$ cat src/rtl/trigcnt_pkg.sv
package trigcnt_pkg;
  typedef enum logic [2:0] {
    OP_CLR    = 3'd0,
    OP_SNAP   = 3'd1,
    OP_STORE  = 3'd2,
    OP_TEST   = 3'd3,
    OP_BRANCH = 3'd4
  } cnt_op_e;
endpackage

$ cat src/rtl/trig_sync_edge.sv
module trig_sync_edge #(
  parameter int NCH    = 8,
  parameter int STAGES = 2
) (
  input  logic           clk,
  input  logic           rst_n,
  input  logic [NCH-1:0] trig_i,
  output logic [NCH-1:0] rise_o
);
  genvar g;
  generate
    for (g = 0; g < NCH; g++) begin : g_lane
      logic [STAGES:0] sr;
      always_ff @(posedge clk) begin
        if (!rst_n) sr <= '0;
        else        sr <= {sr[STAGES-1:0], trig_i[g]};
      end
      assign rise_o[g] = sr[STAGES-1] & ~sr[STAGES];
    end
  endgenerate
endmodule

$ cat src/rtl/chan_counter.sv
module chan_counter #(
  parameter int CW = 32
) (
  input  logic          clk,
  input  logic          rst_n,
  input  logic          rise_i,
  input  logic          clr_i,
  input  logic          snap_i,
  input  logic          thr_we_i,
  input  logic [CW-1:0] thr_d_i,
  output logic [CW-1:0] snap_o,
  output logic [CW-1:0] thr_o
);
  localparam logic [CW-1:0] CMAX = '1;
  logic [CW-1:0] live;

  always_ff @(posedge clk) begin
    if (!rst_n) begin
      live   <= '0;
      snap_o <= '0;
      thr_o  <= '0;
    end else begin
      if (clr_i)                      live <= '0;
      else if (rise_i && live != CMAX) live <= live + 1'b1;
      if (snap_i)   snap_o <= live;
      if (thr_we_i) thr_o  <= thr_d_i;
    end
  end

  assert_saturate_R2: assert property (@(posedge clk) disable iff (!rst_n)
    (live == CMAX && !clr_i) |=> live == CMAX);
  assert_clear_R3: assert property (@(posedge clk) disable iff (!rst_n)
    clr_i |=> live == '0);
  assert_snap_R4: assert property (@(posedge clk) disable iff (!rst_n)
    snap_i |=> snap_o == $past(live));
endmodule

$ cat src/rtl/mem_write_ctl.sv
module mem_write_ctl #(
  parameter int DW  = 32,
  parameter int AW  = 16,
  parameter int PCW = 16
) (
  input  logic           clk,
  input  logic           rst_n,
  input  logic           store_i,
  input  logic [DW-1:0]  data_i,
  input  logic [PCW-1:0] pc_i,
  input  logic           acc_load_i,
  input  logic [AW-1:0]  acc_val_i,
  input  logic           mem_ready_i,
  output logic           mem_valid_o,
  output logic [AW-1:0]  mem_addr_o,
  output logic [DW-1:0]  mem_data_o,
  output logic           resume_o,
  output logic [PCW-1:0] resume_pc_o
);
  logic hs;
  assign hs = mem_valid_o & mem_ready_i;

  always_ff @(posedge clk) begin
    if (!rst_n) begin
      mem_valid_o <= 1'b0;
      mem_addr_o  <= '0;
      mem_data_o  <= '0;
      resume_o    <= 1'b0;
      resume_pc_o <= '0;
    end else begin
      resume_o <= hs;
      if (acc_load_i) mem_addr_o <= acc_val_i;
      else if (hs)    mem_addr_o <= mem_addr_o + 1'b1;
      if (hs) mem_valid_o <= 1'b0;
      else if (store_i) begin
        mem_valid_o <= 1'b1;
        mem_data_o  <= data_i;
        resume_pc_o <= pc_i;
      end
    end
  end

  assert_hold_R8: assert property (@(posedge clk) disable iff (!rst_n)
    (mem_valid_o && !mem_ready_i) |=> mem_valid_o && $stable(mem_data_o));
  assert_step_R8: assert property (@(posedge clk) disable iff (!rst_n)
    (hs && !acc_load_i) |=> mem_addr_o == AW'($past(mem_addr_o) + 1'b1));
  assert_load_R11: assert property (@(posedge clk) disable iff (!rst_n)
    acc_load_i |=> mem_addr_o == $past(acc_val_i));
  assert_resume_R10: assert property (@(posedge clk) disable iff (!rst_n)
    hs |=> resume_o && !mem_valid_o);
endmodule

$ cat src/rtl/trig_count_bank.sv
module trig_count_bank
  import trigcnt_pkg::*;
#(
  parameter int NCH = 8,
  parameter int CW  = 32,
  parameter int DW  = 32,
  parameter int AW  = 16,
  parameter int PCW = 16,
  localparam int CHW = (NCH > 1) ? $clog2(NCH) : 1
) (
  input  logic           clk,
  input  logic           rst_n,
  input  logic [NCH-1:0] trig_in,
  input  logic           op_valid,
  output logic           op_ready,
  input  logic [2:0]     op_code,
  input  logic [CHW-1:0] op_chan,
  input  logic [PCW-1:0] op_pc,
  input  logic           thr_we,
  input  logic [CHW-1:0] thr_sel,
  input  logic [CW-1:0]  thr_data,
  input  logic           acc_load,
  input  logic [AW-1:0]  acc_value,
  output logic           mem_valid,
  input  logic           mem_ready,
  output logic [AW-1:0]  mem_addr,
  output logic [DW-1:0]  mem_data,
  output logic           fetch_stall,
  output logic           resume_pulse,
  output logic [PCW-1:0] resume_pc,
  output logic           cmp_flag,
  output logic           branch_take
);
  logic [NCH-1:0] rise;
  logic [CW-1:0]  snap [NCH];
  logic [CW-1:0]  thr  [NCH];
  logic           take, is_clr, is_snap, is_store, is_test, is_br;

  assign op_ready    = ~mem_valid;
  assign fetch_stall = mem_valid;
  assign take        = op_valid & op_ready;
  assign is_clr      = take && op_code == OP_CLR;
  assign is_snap     = take && op_code == OP_SNAP;
  assign is_store    = take && op_code == OP_STORE;
  assign is_test     = take && op_code == OP_TEST;
  assign is_br       = take && op_code == OP_BRANCH;

  trig_sync_edge #(.NCH(NCH), .STAGES(2)) u_sync (
    .clk(clk), .rst_n(rst_n), .trig_i(trig_in), .rise_o(rise)
  );

  genvar g;
  generate
    for (g = 0; g < NCH; g++) begin : g_chan
      chan_counter #(.CW(CW)) u_cnt (
        .clk(clk), .rst_n(rst_n), .rise_i(rise[g]),
        .clr_i(is_clr && op_chan == CHW'(g)),
        .snap_i(is_snap && op_chan == CHW'(g)),
        .thr_we_i(thr_we && thr_sel == CHW'(g)),
        .thr_d_i(thr_data), .snap_o(snap[g]), .thr_o(thr[g])
      );
    end
  endgenerate

  mem_write_ctl #(.DW(DW), .AW(AW), .PCW(PCW)) u_wr (
    .clk(clk), .rst_n(rst_n), .store_i(is_store),
    .data_i(DW'(snap[op_chan])), .pc_i(op_pc),
    .acc_load_i(acc_load), .acc_val_i(acc_value), .mem_ready_i(mem_ready),
    .mem_valid_o(mem_valid), .mem_addr_o(mem_addr), .mem_data_o(mem_data),
    .resume_o(resume_pulse), .resume_pc_o(resume_pc)
  );

  always_ff @(posedge clk) begin
    if (!rst_n) begin
      cmp_flag    <= 1'b0;
      branch_take <= 1'b0;
    end else begin
      if (is_test) cmp_flag <= (snap[op_chan] >= thr[op_chan]);
      branch_take <= is_br & cmp_flag;
    end
  end

  assert_branch_R7: assert property (@(posedge clk) disable iff (!rst_n)
    branch_take |-> $past(cmp_flag) && $stable(cmp_flag));
  assert_held_R9: assert property (@(posedge clk) disable iff (!rst_n)
    (op_valid && fetch_stall) |=> $stable(cmp_flag) && !branch_take);
  assert_flag_R6: assert property (@(posedge clk) disable iff (!rst_n)
    !is_test |=> $stable(cmp_flag));
endmodule

$ cat config.mk
export PLATFORM = sky130hd
export DESIGN_NAME = trig_count_bank
export DESIGN_NICKNAME = d
export VERILOG_FILES = /design/src/rtl/trigcnt_pkg.sv /design/src/rtl/trig_sync_edge.sv /design/src/rtl/chan_counter.sv /design/src/rtl/mem_write_ctl.sv /design/src/rtl/trig_count_bank.sv
export SDC_FILE = /design/constraint.sdc
export NUM_CORES = 2
export LEC_CHECK = 0
export ABC_CLOCK_PERIOD_IN_PS = 3900
export BUFFER_PORTS_ARGS = -buffer_cell sky130_fd_sc_hd__buf_2
export CORE_UTILIZATION = 50
export CTS_BUF_LIST = sky130_fd_sc_hd__clkbuf_4
export CTS_CLUSTER_SIZE = 24
export DETAILED_ROUTE_END_ITERATION = 16
export GPL_TIMING_DRIVEN = 0
export PLACE_DENSITY = 0.73
export SKIP_CTS_REPAIR_TIMING = 1
export SYNTH_ARGS = -nofsm -noshare
export SYNTH_HDL_FRONTEND = slang
export SYNTH_SLANG_ARGS = --single-unit
$ cat constraint.sdc
create_clock -name clk -period 3.9 [get_ports clk]
set_input_delay 0.975 -clock clk [delete_from_list [all_inputs] [get_ports clk]]
set_output_delay 0.975 -clock clk [all_outputs]
set_load 0.01 [all_outputs]
==> flow_summary.json <==
{
  "synth_seq_cells": 860,
  "hp-start": "trig_in[1]",
  "post-route-period-util_pct": 99.28,
  "wirelength_um": 119300,
  "drc_errors": 0,
  "vias": 34070,
  "ir_worst_vdd_uv": 271.5,
  "synth_top_area_share_pct": 44.35,
  "grt_max_degree": 17,
  "synth_common_cells": "1242 x nand2_1, 860 x dfxtp_1, 556 x a21boi_0, 262 x nor2_1, 200 x clkbuf_1",
  "die_w_um": 280.6,
  "syn_area_um2": 38820,
  "drtAntennaViolNets": 0,
  "fin_nets": 4876,
  "relSlewSlack_pct": 5.943,
  "cts_sinks": 860,
  "max_freq_ghz": 0.2583,
  "grt.total_usage_pct": 30.05,
  "synth_edf_count": 0,
  "ys_types": 68,
  "drive_above_1_share_pct": 14.74,
  "hpwl_um": 88410,
  "synth_nets": 4541,
  "r2r_slack_ns": 0.04,
  "ioPinCount": 157,
  "synth_area_per_cell_um2": 8.797,
  "rr_worst_depth": 7,
  "run_status": "completed",
  "dp_cells": 5563,
  "rsz0062_at_grt": "false",
  "finClkSkew_ns": 0.06296,
  "synth_most_common_cell": "nand2_1",
  "viasPerCell": 5.747,
  "hold_end": "u_sync.g_lane[1].sr[0]",
  "yosysTopAreaCell": "dfxtp_1",
  "syn_inst": 4413,
  "clockBufferDepth": 3,
  "cp-start-kind": "input pin",
  "n_fill_cell": 7028,
  "antenna_found_initial": 11,
  "seq_area_frac_synth_pct": 44.35,
  "worstHoldPathCells": 2,
  "required_ns": 4.87,
  "cts_buffers": 213,
  "setup_viol": 0,
  "r2r_start": "u_wr.mem_valid_o",
  "tightest_slew_ns": 1.392,
  "die_area_um2": 78760,
  "clk_latency_ns": 1.11,
  "end_kind": "register",
  "critPathMaxFanout": 10,
  "start_util_pct": 50.86,
  "wl_per_cell_um": 20.13,
  "power_leakage_nw": 15.03,
  "yosysWarnings": 0,
  "core_um2": 76330,
  "die_y_um": 280.6,
  "drv_cap": 0,
  "final.min_clock_period_ns": 3.872,
  "power_density_nw_per_um2": 396.7,
  "clk_pin_slew_ns": 0.07,
  "ys.flop_type": "dfxtp_1",
  "drtIter0Drc": 3351,
  "worstPathArrival_ns": 4.84,
  "grt_pass1_vias": 31280,
  "gp_congestion": 1.044,
  "drt_pre_antenna_iters": 5,
  "place_ws_ns": -1.273,
  "hp-class": "in2reg",
  "cts.htree.levels": 4,
  "rows": 101,
  "grt_pass1_wl_um": 180700,
  "io_buffers": 120,
  "maxSlewViolCount": 0,
  "grt.overflow.total": 0,
  "cts_tree": "yes",
  "async_reset_ff_share_pct": 0,
  "crit_type": "in2reg",
  "hold_viol": 0,
  "fin_cells": 5928,
  "power_mw": 17.18,
  "cts_root_buf": "clkbuf_4",
  "synth_area_leaders": "dfxtp_1 44%, nand2_1 12%, a21boi_0 11%, mux4_2 7.4%, xor2_1 3.5%",
  "finalWorstSetupSlack_ns": 0.02805,
  "r2r-end": "u_wr.mem_data_o[27]",
  "synthToLayoutAreaGrowth_pct": 11.55
}
-- state kept, by name, summed over array words and instances, names as in the netlist --
register	flops
branch_take	1
g_chan.u_cnt.live	256
g_chan.u_cnt.thr_o	256
u_wr.resume_pc_o	16
u_wr.mem_addr_o	16
u_sync.g_lane.sr	24
u_wr.mem_valid_o	1
u_wr.resume_o	1
cmp_flag	1
u_wr.mem_data_o	32
g_chan.u_cnt.snap_o	256
-- stage by stage --
step / setup TNS, ns / cell area [um^2] / hold WS, ns / util, %
final: 0 / 43310 / 0.07260 / 56.74
after floorplan: 0 / 38820 / 0.4119 / -
after global routing: 0 / 43290 / 0.01295 / 56.71
after CTS: -0.1374 / 43250 / -0.01170 / 56.67
after detailed placement: -2.184 / 40710 / 0.4184 / 53.34
after global placement: -1.958 / 40710 / 0.4140 / 53.33
-- per-layer routing --
layer  GRT usage [%]  wire, um  part of all wire, %
met1           40.71     50360                   42
met2           44.85     51850                   43
met3           7.811     12170                   10
met4           13.45      4929                  4.1
met5               0        23                0.019
-- worst max-delay path: stages --
cell	delay (ns)
buf_2	0.12
buf_2	0.33
buf_2	0.34
clkbuf_2	0.40
clkbuf_1	0.58
mux4_2	0.40
mux2i_1	0.30
ha_1	0.31
a21o_1	0.16
a21o_1	0.17
a221o_1	0.41
o2111ai_1	0.21
nand3_1	0.10
-- where the power goes --
part           leakage, nW  total, mW  switching [mW]  internal, mW
combinational         6.58      0.917           0.595         0.322
clock                 1.50       7.34            3.70          3.64
sequential            6.94       8.93          0.0581          8.87
total                 15.0       17.2            4.35          12.8
-- layout by cell type (no fill, tap or decap), types with 58 or more instances in the layout --
cell type	synthesis	final
buf_2	52	172
xnor2_1	63	63
xor2_1	153	153
nand4_1	107	107
mux4_2	128	128
dfxtp_1	860	860
clkbuf_4	0	307
nor2_1	262	262
a21oi_1	58	58
a21boi_0	556	556
nand3_1	109	109
clkbuf_1	200	196
nand2_1	1242	1242
o21ai_0	60	60
-- final cells by class --
type	count	area, um^2	area share (%)
Timing Repair Buffer	120	600.6	1.387
Multi-Input combinational cell	3228	20270	46.82
Inverter	26	97.59	0.2254
Clock inverter	44	239.0	0.5518
Sequential cell	860	17220	39.76
Buffer	299	1249	2.883
Clock buffer	307	2305	5.322
Antenna cell	14	35.03	0.08090
Tap cell	1030	1289	2.976
-- worst max path at each step --
stage	start	endpoint	slack [ns]	cells after the start
global placement	op_chan[0]	cmp_flag	-1.30	13
global route	u_wr.mem_valid_o	u_wr.mem_data_o[27]	0.01	7
floorplan	op_chan[1]	cmp_flag	0.06	11
finish	op_chan[0]	cmp_flag	0.03	13
detailed placement	op_chan[0]	cmp_flag	-1.27	13
CTS	op_chan[0]	cmp_flag	-0.14	13
-- cells by family (layout without fill, tap and decap cells) --
logic type	count (synthesis)	after routing	share of synthesized area, %
buffers and inverters	325	796	3.423
AOI/OAI and AO/OA	739	739	13.59
DFF	860	860	44.35
muxes	198	198	9.334
adders and majority gates	41	41	1.321
xor gates and xnor gates	216	216	4.873
and+or+nand+nor	2034	2034	23.11
other	0	14	0
No activity file was read; power rests on OpenSTA's default activity.
